### config.mk
export PLATFORM = sky130hd
export DESIGN_NAME = fim_unit
export DESIGN_NICKNAME = d
export VERILOG_FILES = /design/src/rtl/fim_pkg.sv /design/src/rtl/fim_rst_sync.sv /design/src/rtl/fim_decode.sv /design/src/rtl/fim_status.sv /design/src/rtl/fim_mask.sv /design/src/rtl/fim_irq.sv /design/src/rtl/fim_unit.sv
export SDC_FILE = /design/constraint.sdc
export NUM_CORES = 1
export LEC_CHECK = 0
export CAP_MARGIN = 10
export CORE_ASPECT_RATIO = 2
export CORE_MARGIN = 2
export CORE_UTILIZATION = 39
export DETAILED_ROUTE_END_ITERATION = 8
export GPL_TIMING_DRIVEN = 0
export PLACE_DENSITY = 0.78
export SYNTH_ARGS = -nofsm -noshare
export SYNTH_HDL_FRONTEND = slang
export SYNTH_SLANG_ARGS = --single-unit
### constraint.sdc
create_clock -name clk -period 1.6 [get_ports clk]
set_input_delay 0.24 -clock clk [delete_from_list [all_inputs] [get_ports clk]]
set_output_delay 0.24 -clock clk [all_outputs]
set_load 0.02 [all_outputs]
### src/rtl/fim_pkg.sv
package fim_pkg;
  // Per-cycle write strobes, one bit per register bit
  typedef struct packed {
    logic [15:0] stat_clr;
    logic [15:0] mask_clr;
    logic [15:0] mask_set;
  } fim_wr_t;
endpackage

### src/rtl/fim_rst_sync.sv
module fim_rst_sync #(
  parameter int unsigned STAGES = 2
) (
  input  logic clk,
  input  logic rst_n,
  output logic rst_sync_n
);
  logic [STAGES-1:0] sync_q;
  logic [STAGES-1:0] sync_d;

  always_comb begin
    sync_d = {sync_q[STAGES-2:0], 1'b1};
  end

  always_ff @(posedge clk or negedge rst_n) begin
    if (!rst_n) sync_q <= '0;
    else        sync_q <= sync_d;
  end

  assign rst_sync_n = sync_q[STAGES-1];
endmodule

### src/rtl/fim_decode.sv
module fim_decode
  import fim_pkg::*;
#(
  parameter int unsigned ADDR_W       = 8,
  parameter int unsigned DATA_W       = 16,
  parameter logic [ADDR_W-1:0] OFS_STAT     = 8'h78,
  parameter logic [ADDR_W-1:0] OFS_STAT_CLR = 8'h7C,
  parameter logic [ADDR_W-1:0] OFS_MASK_CLR = 8'h88,
  parameter logic [ADDR_W-1:0] OFS_MASK_SET = 8'h8C
) (
  input  logic              wr_en,
  input  logic [ADDR_W-1:0] wr_addr,
  input  logic [DATA_W-1:0] wr_data,
  input  logic [ADDR_W-1:0] rd_addr,
  input  logic [DATA_W-1:0] stat,
  input  logic [DATA_W-1:0] mask,
  output logic [DATA_W-1:0] stat_clr,
  output logic [DATA_W-1:0] mask_clr,
  output logic [DATA_W-1:0] mask_set,
  output logic [DATA_W-1:0] rd_data
);
  always_comb begin
    stat_clr = '0;
    mask_clr = '0;
    mask_set = '0;
    if (wr_en) begin
      if (wr_addr == OFS_STAT_CLR) stat_clr = wr_data;
      if (wr_addr == OFS_MASK_CLR) mask_clr = wr_data;
      if (wr_addr == OFS_MASK_SET) mask_set = wr_data;
    end
  end

  always_comb begin
    if (rd_addr == OFS_STAT)          rd_data = stat;
    else if (rd_addr == OFS_MASK_SET) rd_data = mask;
    else                              rd_data = '0;
  end
endmodule

### src/rtl/fim_status.sv
module fim_status #(
  parameter int unsigned DATA_W  = 16,
  parameter int unsigned NUM_EVT = 2
) (
  input  logic               clk,
  input  logic               rst_n,
  input  logic [NUM_EVT-1:0] evt,
  input  logic [DATA_W-1:0]  clr,
  output logic [DATA_W-1:0]  stat
);
  localparam int unsigned SPARE_W = DATA_W - NUM_EVT;

  logic [NUM_EVT-1:0] bit_q;
  logic [NUM_EVT-1:0] bit_en;
  logic [NUM_EVT-1:0] bit_d;

  for (genvar b = 0; b < NUM_EVT; b++) begin : g_bit
    // An event in the same cycle as a clear wins
    always_comb begin
      bit_en[b] = evt[b] | clr[b];
      bit_d[b]  = evt[b];
    end

    always_ff @(posedge clk or negedge rst_n) begin
      if (!rst_n)         bit_q[b] <= 1'b0;
      else if (bit_en[b]) bit_q[b] <= bit_d[b];
    end
  end

  assign stat = {{SPARE_W{1'b0}}, bit_q};
endmodule

### src/rtl/fim_mask.sv
module fim_mask #(
  parameter int unsigned DATA_W = 16
) (
  input  logic              clk,
  input  logic              rst_n,
  input  logic [DATA_W-1:0] set,
  input  logic [DATA_W-1:0] clr,
  output logic [DATA_W-1:0] mask
);
  logic [DATA_W-1:0] mask_q;
  logic [DATA_W-1:0] mask_en;
  logic [DATA_W-1:0] mask_d;

  for (genvar b = 0; b < DATA_W; b++) begin : g_bit
    always_comb begin
      mask_en[b] = set[b] | clr[b];
      mask_d[b]  = set[b] & ~clr[b];
    end

    always_ff @(posedge clk or negedge rst_n) begin
      if (!rst_n)          mask_q[b] <= 1'b0;
      else if (mask_en[b]) mask_q[b] <= mask_d[b];
    end
  end

  assign mask = mask_q;
endmodule

### src/rtl/fim_irq.sv
module fim_irq #(
  parameter int unsigned DATA_W = 16
) (
  input  logic [DATA_W-1:0] stat,
  input  logic [DATA_W-1:0] mask,
  output logic              irq
);
  always_comb begin
    irq = |(stat & mask);
  end
endmodule

### src/rtl/fim_unit.sv
module fim_unit
  import fim_pkg::*;
#(
  parameter int unsigned ADDR_W  = 8,
  parameter int unsigned DATA_W  = 16,
  parameter int unsigned NUM_EVT = 2,
  parameter int unsigned RST_STAGES = 2,
  parameter logic [ADDR_W-1:0] OFS_STAT     = 8'h78,
  parameter logic [ADDR_W-1:0] OFS_STAT_CLR = 8'h7C,
  parameter logic [ADDR_W-1:0] OFS_MASK_CLR = 8'h88,
  parameter logic [ADDR_W-1:0] OFS_MASK_SET = 8'h8C
) (
  input  logic              clk,
  input  logic              rst_n,
  input  logic              wr_en,
  input  logic [ADDR_W-1:0] wr_addr,
  input  logic [DATA_W-1:0] wr_data,
  input  logic [ADDR_W-1:0] rd_addr,
  output logic [DATA_W-1:0] rd_data,
  input  logic              evt_bottom,
  input  logic              evt_top,
  output logic              irq
);
  logic               rst_sync_n;
  logic [NUM_EVT-1:0] evt_vec;
  logic [DATA_W-1:0]  stat_q;
  logic [DATA_W-1:0]  mask_q;
  logic [DATA_W-1:0]  stat_clr;
  logic [DATA_W-1:0]  mask_clr;
  logic [DATA_W-1:0]  mask_set;

  // bit 0: bottom field, bit 1: top field
  assign evt_vec = {evt_top, evt_bottom};

  fim_rst_sync #(.STAGES(RST_STAGES)) u_rst (
    .clk        (clk),
    .rst_n      (rst_n),
    .rst_sync_n (rst_sync_n)
  );

  fim_decode #(
    .ADDR_W(ADDR_W), .DATA_W(DATA_W),
    .OFS_STAT(OFS_STAT), .OFS_STAT_CLR(OFS_STAT_CLR),
    .OFS_MASK_CLR(OFS_MASK_CLR), .OFS_MASK_SET(OFS_MASK_SET)
  ) u_dec (
    .wr_en    (wr_en),
    .wr_addr  (wr_addr),
    .wr_data  (wr_data),
    .rd_addr  (rd_addr),
    .stat     (stat_q),
    .mask     (mask_q),
    .stat_clr (stat_clr),
    .mask_clr (mask_clr),
    .mask_set (mask_set),
    .rd_data  (rd_data)
  );

  fim_status #(.DATA_W(DATA_W), .NUM_EVT(NUM_EVT)) u_stat (
    .clk   (clk),
    .rst_n (rst_sync_n),
    .evt   (evt_vec),
    .clr   (stat_clr),
    .stat  (stat_q)
  );

  fim_mask #(.DATA_W(DATA_W)) u_mask (
    .clk   (clk),
    .rst_n (rst_sync_n),
    .set   (mask_set),
    .clr   (mask_clr),
    .mask  (mask_q)
  );

  fim_irq #(.DATA_W(DATA_W)) u_irq (
    .stat (stat_q),
    .mask (mask_q),
    .irq  (irq)
  );
endmodule

Word-level counts from Yosys, hierarchy flattened --
Cells that the tools add are included. Widths: inputs -> output; s select.
Word-level totals: flip-flop bits (word level) 20, output and inout bits 17, logic and storage cells 84
Cells by class: equal/unequal tests 5, multiplexer cells 8, bitwise operators 51, reduce and logical (&&, ||, !) cells 1
Operator list (number):
- $mux 16 | 6
- $eq 8x8->1 const B | 3
- $or 1x1->1 | 18
- $and 1x1->1 | 16
- $and 2x16->16 | 1
- $eq 8x7->1 const B | 2
- $not 1->1 | 16
- $reduce_or 16->1 | 1
- $mux 2 | 2

Longest topological paths before layout --
Gate-level depths: netlist of the first run.
word-level depth 5, mapped depth 5

Cells and area by module --
A second synthesis of the first run with hierarchy kept.
Second synthesis, totals: cell total of the unflattened synthesis 186, area total of the unflattened synthesis 1691.6 um2
Modules (own cells, without submodules):
- fim_decode | times used 1, cells each 121, area an instance 794.5 um2, sequential area each 0.0 um2
- fim_mask | times used 1, cells each 32, area an instance 560.5 um2, sequential area each 400.4 um2
- fim_status | times used 1, cells each 21, area an instance 181.4 um2, sequential area each 50.0 um2
- fim_irq | times used 1, cells each 9, area an instance 101.3 um2, sequential area each 0.0 um2
- fim_rst_sync | times used 1, cells each 3, area an instance 53.8 um2, sequential area each 50.0 um2

Least setup slack after synthesis of the first run --
Ideal clock, no wire load.
path kind input to output, start point input port rd_addr[1], end point output port rd_data[10], arrival 1.292 ns, setup slack 0.068 ns, stages 4, buffers on the path 1, path through or3b_1 -> nor3b_2 -> buf_2 -> and2_1
On the way: cells in the longest elaborated chain, start to end 3, elaborated cells on any way between the ends 4, classes of those cells eq/ne (2); mux (2)
Ends and longest elaborated chain:
- start: declaration | RTL line fim_unit.sv:18 | input logic [ADDR_W-1:0] rd_addr,
- $eq 8x8->1 | RTL line fim_decode.sv:35 | else if (rd_addr == OFS_MASK_SET) rd_data = mask;
- $mux 16 | RTL line fim_decode.sv:35
- $mux 16 (*) | RTL line fim_decode.sv:34 | if (rd_addr == OFS_STAT) rd_data = stat;
- end: declaration | RTL line fim_unit.sv:19 | output logic [DATA_W-1:0] rd_data,
Mark *: on every way between the ends. The rest lies on a longest branch, timed or not.

Final worst setup path of the first run --
start point input port rd_addr[0], end point output port rd_data[9]
Same word-level chain as after synthesis.

==> flow_summary_export.csv, run 1 <==
group,metric,value,unit
timing,finalHoldViolCount,0,
detailed_routing,viasPerCell,5.550,
outcome,violations,"negative setup slack",
detailed_routing,wl_per_cell,16.15,um
logic_synthesis,synth_nets,134,
timing,max_slew.worst_pin.slew,725.4,ps
timing,relSlewSlack,51.64,%
clock_tree,cts_made_buffers,3,
critical_path,ff2ff_setup_slack,790,ps
detailed_routing,wl_met2,1.815,mm
power_and_ir_drop,power.density,654.8,nW/um2
timing,whs,132.2,ps
timing,setup_violations,14,
detailed_routing,top_layer_used,"met4",
timing,rsz0062_at_grt,"yes",
grt,grt_pass1_vias,1131,
floorplan,die_h,78.63,um
detailed_routing,wl_met1,1.103,mm
logic_synthesis,synth-seq-area-share,46.08,%
layout,final_util,68.98,%
placed_design,port_buffers,52,
detailed_routing,met3_length,122,um
floorplan,dieArea,3249,um2
clock_tree,htreeDepth,1,
timing,period_needed,1740,ps
flow_run,maxCapViolations,0,
power_and_ir_drop,ir_drop,872.4,uV
clock_tree,cts_tree,"done",
critical_path,worstSetupStartpointType,"input port",
clock_tree,cts-root-buf,"clkbuf_8",
critical_path,slowest_delay,410,ps
layout,n_antenna_cell,0,
critical_path,crit_type,"input port to output port",
logic_synthesis,yosys-top-cells-area,"dfrtp_1 (46%), mux2_1 (15%), nand4_1 (9.8%)",
layout,drive_above_1_share,39.51,%
layout,layout.nets,200,
logic_synthesis,ys_seq_elements,20,
critical_path,end_kind,"output port",
critical_path,timing.rr.start,"u_mask.mask[11]$_DFFE_PN0P_",
worst_hold_path,min_path_type,"input port to async pin",
logic_synthesis,synth_cell_types,21,
detailed_routing,dr.first_iter.drc_count,9,
logic_synthesis,syn_area_per_cell,11.20,um2
layout,fin_area,1864,um2
critical_path,crit_path_frequent_cell,"buf_6",
placed_design,dp_hpwl,2.191,mm
logic_synthesis,synth.cell_area,1086,um2
outcome,status,"finished, violations left",
logic_synthesis,synth_area_leader_cell,"dfrtp_1",
grt,grt-ovfl-total,0,
critical_path,worstRegToRegCells,1,
floorplan,ios,54,
logic_synthesis,synth.top_cell.area_share,46.08,%
grt,grt_util_all_layers,21.30,%
timing,clock.fmax,574.7,MHz
timing,setup_tns,-1807,ps
detailed_routing,first_pass_iters,3,
clock_tree,clkTransAtPathRegs,70,ps
grt,grt_pass1_wl,4.816,mm
timing,finalCritPeriodShare,108.8,%
clock_tree,clockBufferDepth,2,
layout,nFillCells,207,
floorplan,row_count,27,
timing,timing.final.ws_setup,-140.0,ps
grt,grt_max_degree,19,
floorplan,start_util,40.19,%
timing,slew_viol_final,0,
critical_path,path_max_fanout,5,
clock_tree,clock_latency,260,ps
placed_design,dpl_worst_slack,-1120,ps
detailed_routing,ant_nets,0,
placed_design,dpl.cell_count,178,
critical_path,critPathRequiredTime,1360,ps
floorplan,die_w,41.32,um
grt,antenna_found_initial,0,
placed_design,routabilityCongestion,0.7364,
power_and_ir_drop,power.leakage,0.9002,nW
placed_design,dpl-instance-area,1643,um2
floorplan,coreArea,2703,um2
timing,clock_skew,0.8616,ps
clock_tree,cts.sinks,20,
critical_path,worstPathCellList,"buf_6 -> or3b_4 -> nor3b_4 -> buf_6 -> and2_4 -> buf_6",
critical_path,cp_slowest_cell,"or3b_4",
detailed_routing,drt-total-wl,3.084,mm
layout,syn2layout_area_growth,71.66,%
power_and_ir_drop,power,1.221,mW
layout,instances_no_fill,191,
critical_path,cp.arrival,1500,ps
clock_tree,cts_hold_buffers,0,
logic_synthesis,syn-instance-count,97,
detailed_routing,num_vias,1060,
logic_synthesis,ys_warn_count,0,
critical_path,r2r_end,"u_mask.mask[11]$_DFFE_PN0P_",
detailed_routing,drc,0,
==> layout make-up <==
type                       count  area (um2)  area share [%]
buffer                         6       47.55           2.550
inverter                       1       3.754          0.2013
clock inverter                 1       30.03           1.611
sequential                    20       500.5           26.85
clock buffer                   3       41.29           2.215
timing repair buffer          61       598.1           32.08
multi-input combinational     70       606.8           32.55
tap                           29       36.28           1.946
==> flip-flops by register name, summed over array words and instances (netlist names) <==
signal	flops
u_rst.sync_q	2
u_stat.stat	2
u_mask.mask	16
==> cells by family after synthesis <==
| group | Yosys count | share of synthesized area [%] |
|---|---|---|
| and+or+nand+nor | 48 | 30.07 |
| other | 1 | 0.3453 |
| buffers and inverters | 7 | 3.571 |
| muxes | 16 | 17.28 |
| DFF | 20 | 46.08 |
| AOI/OAI and AO/OA | 5 | 2.650 |
==> synthesized netlist by cell type (all sizes together) <==
| cell type | n |
|---|---|
| nand3 | 4 |
| mux2 | 16 |
| nor2 | 4 |
| nand2 | 2 |
| nor3b | 3 |
| and2 | 14 |
| a22o | 1 |
| inv | 1 |
| nor4b | 2 |
| clkbuf | 1 |
| or3b | 1 |
| and4b | 1 |
| buf | 5 |
| dfrtp | 20 |
| nand4 | 17 |
| conb | 1 |
| a21oi | 4 |
==> layout by cell type (no fill, tap or decap), types with 5 or more instances in the layout <==
| cell | count |
|---|---|
| nand4_1 | 17 |
| mux2_1 | 12 |
| clkdlybuf4s50_1 | 23 |
| and2_4 | 13 |
| buf_4 | 7 |
| buf_2 | 5 |
| buf_6 | 21 |
| dfrtp_1 | 20 |
==> power breakdown <==
| part | switching [mW] | total [mW] | leakage, nW | internal (mW) |
|---|---|---|---|---|
| Sequential | 0.0202 | 0.547 | 0.261 | 0.527 |
| Clock | 0.165 | 0.499 | 0.0357 | 0.334 |
| Combinational | 0.0635 | 0.175 | 0.603 | 0.111 |
==> how the worst max path moves through the flow <==
stage          startpoint          end  slack, ps  cells after the start
5_1_grt        rd_addr[4]   rd_data[9]       -190                      6
3_3_place_gp   rd_addr[3]  rd_data[14]      -1080                      6
2_1_floorplan  rd_addr[1]  rd_data[10]         70                      4
6_report       rd_addr[0]   rd_data[9]       -140                      6
3_5_place_dp   rd_addr[3]  rd_data[14]      -1120                      6
4_1_cts        rd_addr[0]   rd_data[6]       -130                      6
==> critical path: cells and delay by family <==
kind,cells,cell delay [ps]
buffers and inverters,3,380
and+or+nand+nor,3,890
==> what timing repair did <==
item,CTS,global route
setup endpoints to repair,29,32
setup buffers,4,3
gates cloned,1,1
gates resized for setup,135,18
pin swaps,17,4
==> layer usage <==
layer | vias to the layer above | GRT usage [%]
li1 | 488 | -
met1 | 523 | 21.52
met2 | 45 | 39.84
met3 | 4 | 1.977
met4 | 0 | 7.742
met5 | - | 0
No activity file was read; power rests on OpenSTA's default activity.
==> run 2, diff against run 1 <==
--- a/config.mk
+++ b/config.mk
@@ -6,11 +6,13 @@
 export NUM_CORES = 1
 export LEC_CHECK = 0
+export ABC_AREA = 1
 export CAP_MARGIN = 10
 export CORE_ASPECT_RATIO = 2
 export CORE_MARGIN = 2
-export CORE_UTILIZATION = 39
+export CORE_UTILIZATION = 43
 export DETAILED_ROUTE_END_ITERATION = 8
 export GPL_TIMING_DRIVEN = 0
-export PLACE_DENSITY = 0.78
+export PLACE_DENSITY = 0.79
+export SKIP_CTS_REPAIR_TIMING = 1
 export SYNTH_ARGS = -nofsm -noshare
 export SYNTH_HDL_FRONTEND = slang
==> constraint.sdc (replaced) <==
create_clock -name clk -period 1.6 [get_ports clk]
set_input_delay 0.16 -clock clk [delete_from_list [all_inputs] [get_ports clk]]
set_output_delay 0.16 -clock clk [all_outputs]
set_load 0.02 [all_outputs]
==> run 2 against run 1 <==
- the flow now finishes without violations
- non-clock buffer count decreased by 4
- area after synthesis increased by 27%
- clock power decreased by 24%
- clock skew increased by 0.60 ps
- critical path depth increased by 1
- via count increased by 37%
- power decreased by 6.2%
- wire length increased by 9.9%
- synthesized cell count increased by 120%
- maximum frequency increased by 13%
- critical path type unchanged
- highest routed layer unchanged
==> flow_summary_export.csv, run 2 <==
group,metric,value,unit
clock_tree,clkTransAtPathRegs,70,ps
grt,grt_most_used_layer,"met2",
power_and_ir_drop,ir_drop,501.3,uV
layout,syn2layout_area_growth,53.94,%
timing,clock_skew,1.462,ps
grt,grt.met1_usage,18.27,%
floorplan,die_w,44.10,um
critical_path,crit_type,"input port to output port",
logic_synthesis,ys_warn_count,0,
detailed_routing,first_pass_iters,4,
power_and_ir_drop,power_frac_clock,33.2,%
grt,grt_util_all_layers,18.87,%
floorplan,coreArea,3120,um2
layout,largest_reg_flops,16,
critical_path,crit_path_frequent_cell,"buf_6",
logic_synthesis,synthAdderAreaFrac,0,%
critical_path,worstSetupStartpointType,"input port",
grt,antenna_found_initial,0,
clock_tree,htreeDepth,1,
worst_hold_path,min_path_type,"input port to async pin",
critical_path,end_kind,"output port",
logic_synthesis,synth_compound_gate_area_share,1.357,%
detailed_routing,drt-total-wl,3.389,mm
logic_synthesis,synth-edff-count,0,
clock_tree,cts_tree,"done",
timing,period_needed,1541,ps
logic_synthesis,synth.cell_area,1383,um2
grt,grt-ovfl-total,0,
grt,grt_max_degree,19,
logic_synthesis,ys_seq_elements,20,
floorplan,row_count,29,
timing,relSlewSlack,49.46,%
clock_tree,cts.sinks,20,
detailed_routing,viasPerCell,4.779,
logic_synthesis,syn-instance-count,213,
grt,grtUsageMet2,37.57,%
layout,layout.nets,310,
logic_synthesis,synth_common_cells,"nand2_1 (60), inv_1 (52), nand3_1 (36)",
layout,seqCellArea,500.5,um2
outcome,status,"complete, no violations",
critical_path,slowest_delay,430,ps
detailed_routing,dr.first_iter.drc_count,34,
floorplan,dieArea,3712,um2
floorplan,ios,54,
placed_design,port_buffers,52,
logic_synthesis,yosys-mux-area-fraction,0,%
critical_path,critPathRequiredTime,1440,ps
layout,final_util,68.20,%
placed_design,dpl-instance-area,1942,um2
power_and_ir_drop,combPwrFrac,19.5,%
timing,finalHoldViolCount,0,
timing,max_slew.worst_pin.slew,758.0,ps
power_and_ir_drop,pwr-share-seq,47.3,%
critical_path,worstPathCellList,"clkdlybuf4s50_1 -> nor3_2 -> nand2_2 -> buf_6 -> buf_12 -> nor2_4 -> buf_6",
logic_synthesis,synth.top_cell.area_share,36.20,%
detailed_routing,num_vias,1448,
clock_tree,clock_latency,250,ps
layout,multi_input_area,648.1,um2
logic_synthesis,synth_cell_types,20,
timing,finalCritPeriodShare,96.29,%
logic_synthesis,synth-simple-area-share,40.00,%
logic_synthesis,synth_xor_area_share,0,%
logic_synthesis,synth-seq-area-share,36.20,%
grt,use_met3,1.935,%
layout,nFillCells,273,
logic_synthesis,synth_top_family_by_area,"simple AND/OR/NAND/NOR gates",
layout,mostFrequentLayoutCell,"nand2_1",
detailed_routing,wl_per_cell,11.18,um
power_and_ir_drop,power,1.146,mW
power_and_ir_drop,power.internal,0.8618,mW
grt,grt_pass1_wl,5.361,mm
critical_path,path_max_fanout,10,
clock_tree,cts_made_buffers,3,
critical_path,cp.arrival,1380,ps
logic_synthesis,synthArstFlopShare,100.0,%
floorplan,start_util,44.31,%
layout,layout_common_cells,"nand2_1 (58), inv_1 (51), nand3_1 (36), clkdlybuf4s50_1 (28), dfrtp_1 (20)",
timing,setup_violations,0,
detailed_routing,drc,0,
logic_synthesis,synth_nets,250,
logic_synthesis,yosysMostFrequentCell,"nand2_1",
layout,fin_area,2128,um2
placed_design,routabilityCongestion,0.7615,
logic_synthesis,yosys-top-cells-area,"dfrtp_1 (36%), nand2_1 (16%), inv_1 (14%)",
clock_tree,clockBufferDepth,2,
power_and_ir_drop,power.density,538.3,nW/um2
layout,drive_above_1_share,19.49,%
placed_design,dp_hpwl,2.521,mm
layout,n_antenna_cell,0,
logic_synthesis,syn_area_per_cell,6.491,um2
clock_tree,cts-root-buf,"clkbuf_8",
power_and_ir_drop,p_switching,0.2837,mW
timing,clock.fmax,649.1,MHz
grt,grt_pass1_vias,1327,
logic_synthesis,synth_ff_type,"dfrtp_1",
logic_synthesis,synth_area_leader_cell,"dfrtp_1",
power_and_ir_drop,swShare,24.77,%
critical_path,cp_slowest_cell,"clkdlybuf4s50_1",
floorplan,die_h,84.19,um
power_and_ir_drop,power.leakage,1.261,nW
flow_run,maxCapViolations,0,
timing,slew_viol_final,0,
timing,rsz0062_at_grt,"no",
placed_design,dpl.cell_count,296,
detailed_routing,ant_nets,0,
timing,whs,58.98,ps
layout,instances_no_fill,303,
-- run 2: cell types whose count changed after synthesis, moves of 11 or more --
cell and change:
nand2_1 +58, inv_1 +51, nand3_1 +32, nand4_1 -17, and2_1 -14, mux2_1 -14, nor2_1 +11
-- run 2: per-stage QoR --
step	setup TNS (ps)	setup WS [ps]
finish	0	59.35
global route	0	15.69
CTS	-7265	-552.3
detailed placement	-7226	-551.2
global placement	-6917	-548.7
floorplan	0	458.6
-- run 2: final cells by class --
cell class	count	share of cell area, %
buffer	8	4.527
clock buffer	4	2.587
inverter	60	10.58
multi-input combinational	125	30.45
sequential	20	23.52
tap	31	1.822
timing repair buffer	55	26.51
-- run 2: power by group through the flow --
stage	logic (mW)	registers, mW	clock network (mW)
4_1_cts	0.218	0.543	0.387
3_3_place_gp	0.214	0.552	0
3_5_place_dp	0.217	0.552	0
6_report	0.223	0.542	0.381
5_1_grt	0.246	0.545	0.416
2_1_floorplan	0.104	0.548	0
-- run 2: path summary, 6_finish.rpt --
check | startpoint | endpoint | slack [ps] | cells past startpoint
setup / recovery | rd_addr[5] | rd_data[14] | 60 | 7
hold / removal | rst_n | u_rst.sync_q[0]$_DFF_PN0_ | 60 | 1
setup reg to reg | u_rst.sync_q[1]$_DFF_PN0_ | u_mask.mask[4]$_DFFE_PN0P_ | 810 | 0
hold reg to reg | u_rst.sync_q[1]$_DFF_PN0_ | u_mask.mask[8]$_DFFE_PN0P_ | 310 | 0
max in group asynchronous | u_rst.sync_q[1]$_DFF_PN0_ | u_mask.mask[4]$_DFFE_PN0P_ | 810 | 0
min in group clk | wr_en | u_mask.mask[13]$_DFFE_PN0P_ | 350 | 6
-- run 2: layer usage --
metal	routed length (um)	vias to the layer above
li1	-	737
met1	1195	666
met3	116	4
met4	51	0
met2	2026	41
met5	0	-
-- run 2: kinds of logic (layout without fill, tap and decap cells) --
logic type	Yosys count	after routing
buffers and inverters	68	127
AOI/OAI and AO/OA	3	3
and+or+nand+nor	121	121
other	1	1
DFF	20	20
-- run 2: critical path: cells and delay by family --
kind | cells | cell delay (ps)
simple gates | 3 | 360
buf+inv | 4 | 840
==> run 3, diff against run 2 <==
Settings changed: HOLD_SLACK_MARGIN set to 0.06.
==> run 3 against run 2 <==
- clock-buffer cell count did not move
- critical path depth unchanged
- die area did not move
- worst hold slack improved by 260 ps
- worst setup slack better by 5.0 ps
- sequential share of layout area down 0.11 points
- sequential cell count is the same
- critical path type unchanged
- largest cell class unchanged
- largest power group unchanged
- highest routed layer unchanged
==> flow_summary_export.csv, run 3 (synthesis results as in run 2) <==
group,metric,value,unit
grt,antenna_found_initial,0,
detailed_routing,num_vias,1463,
critical_path,crit_type,"input port to output port",
floorplan,dieArea,3712,um2
power_and_ir_drop,power,1.145,mW
layout,layout_common_cells,"nand2_1 (58), inv_1 (51), nand3_1 (36), clkdlybuf4s50_1 (28), dfrtp_1 (20)",
timing,max_slew.worst_pin.slew,756.0,ps
critical_path,slowest_delay,430,ps
floorplan,coreArea,3120,um2
detailed_routing,wl_per_cell,11.29,um
detailed_routing,ant_nets,0,
clock_tree,cts_tree,"done",
critical_path,end_kind,"output port",
layout,largest_reg_flops,16,
detailed_routing,dr.first_iter.drc_count,38,
grt,grt-ovfl-total,0,
detailed_routing,viasPerCell,4.813,
critical_path,crit_path_frequent_cell,"buf_6",
power_and_ir_drop,ir_drop,502.3,uV
critical_path,crit_buf_inv,4,
clock_tree,cts.sinks,20,
detailed_routing,drt-total-wl,3.433,mm
timing,timing.final.ws_setup,64.39,ps
floorplan,start_util,44.31,%
floorplan,die_w,44.10,um
power_and_ir_drop,power.density,535.4,nW/um2
grt,grt_pass1_vias,1327,
clock_tree,clock_latency,250,ps
grt,grt_pass1_wl,5.361,mm
floorplan,ios,54,
detailed_routing,drc,0,
layout,nFillCells,271,
clock_tree,clkTransAtPathRegs,70,ps
grt,grt_util_all_layers,18.87,%
layout,layout.nets,311,
flow_run,maxCapViolations,0,
timing,relSlewSlack,49.60,%
critical_path,path_max_fanout,10,
placed_design,dp_hpwl,2.521,mm
critical_path,ff2ff_setup_slack,810,ps
outcome,status,"complete, no violations",
timing,setup_violations,0,
timing,clock_skew,1.183,ps
critical_path,timing.rr.start,"u_rst.sync_q[1]$_DFF_PN0_",
critical_path,critPathRequiredTime,1440,ps
floorplan,die_h,84.19,um
detailed_routing,first_pass_iters,5,
critical_path,cp.arrival,1380,ps
clock_tree,cts-root-buf,"clkbuf_8",
timing,finalHoldViolCount,0,
critical_path,startpoint,"rd_addr[5]",
timing,clock.fmax,651.2,MHz
layout,n_antenna_cell,0,
critical_path,worstSetupStartpointType,"input port",
placed_design,dpl_worst_slack,-551.2,ps
grt,grt_max_degree,19,
timing,period_needed,1536,ps
critical_path,worstPathCellList,"clkdlybuf4s50_1 -> nor3_2 -> nand2_2 -> buf_6 -> buf_12 -> nor2_4 -> buf_6",
layout,final_util,68.52,%
timing,setup_tns,0,ps
clock_tree,htreeDepth,1,
floorplan,row_count,29,
placed_design,routabilityCongestion,0.7615,
layout,syn2layout_area_growth,54.66,%
critical_path,cp_slowest_cell,"clkdlybuf4s50_1",
timing,slew_viol_final,0,
power_and_ir_drop,power.leakage,1.265,nW
worst_hold_path,min_path_type,"register to async pin",
clock_tree,cts_made_buffers,3,
clock_tree,clockBufferDepth,2,
layout,drive_above_1_share,19.41,%
critical_path,r2r_end,"u_mask.mask[4]$_DFFE_PN0P_",
critical_path,path_depth,7,
layout,mostFrequentLayoutCell,"nand2_1",
critical_path,worstSetupEndpoint,"rd_data[14]",
placed_design,port_buffers,52,
timing,finalCritPeriodShare,95.98,%
critical_path,worstRegToRegCells,0,
timing,rsz0062_at_grt,"no",
critical_path,cp_top_family,"buffers and inverters",
==> run 3: through the flow <==
| stage | std cells | area (um2) | hold WS, ps |
|---|---|---|---|
| final | 304 | 2138 | 314.4 |
| after floorplan | 213 | 1383 | -135.6 |
| after global placement | 296 | 1942 | 334.8 |
| after detailed placement | 296 | 1942 | 333.5 |
| after global routing | 304 | 2138 | 372.2 |
| after CTS | 300 | 1997 | 59.21 |
==> run 3: power breakdown <==
part / switching (mW) / total (mW) / internal (mW)
Sequential: 0.0154 / 0.542 / 0.527
Clock: 0.159 / 0.378 / 0.219
Combinational: 0.107 / 0.225 / 0.118
==> run 3: metal layers <==
metal	vias up	global-route usage [%]	part of all wire, %
li1	738	-	-
met4	0	6.612	1.5
met5	-	0	0
met3	4	1.935	3.3
met2	40	37.57	60
met1	681	18.27	35
==> run 3: cell type report <==
cell class / count / area (um2) / share of cell area (%)
Buffer: 8 / 96.34 / 4.506
Clock buffer: 4 / 55.05 / 2.575
Inverter: 60 / 225.2 / 10.53
Multi-Input combinational cell: 125 / 648.1 / 30.31
Sequential cell: 20 / 500.5 / 23.41
Tap cell: 31 / 38.79 / 1.814
Timing Repair Buffer: 56 / 574.3 / 26.86
==> run 3: worst min-delay path by stage <==
| stage | startpoint | slack, ps | depth (start not counted) | endpoint |
|---|---|---|---|---|
| CTS | rst_n | 60 | 1 | u_rst.sync_q[1]$_DFF_PN0_ |
| floorplan | rst_n | -140 | 0 | u_rst.sync_q[0]$_DFF_PN0_ |
| global route | u_rst.sync_q[0]$_DFF_PN0_ | 370 | 0 | u_rst.sync_q[1]$_DFF_PN0_ |
| global placement | rst_n | 330 | 1 | u_rst.sync_q[1]$_DFF_PN0_ |
| finish | u_rst.sync_q[1]$_DFF_PN0_ | 310 | 0 | u_mask.mask[8]$_DFFE_PN0P_ |
| detailed placement | rst_n | 330 | 1 | u_rst.sync_q[0]$_DFF_PN0_ |
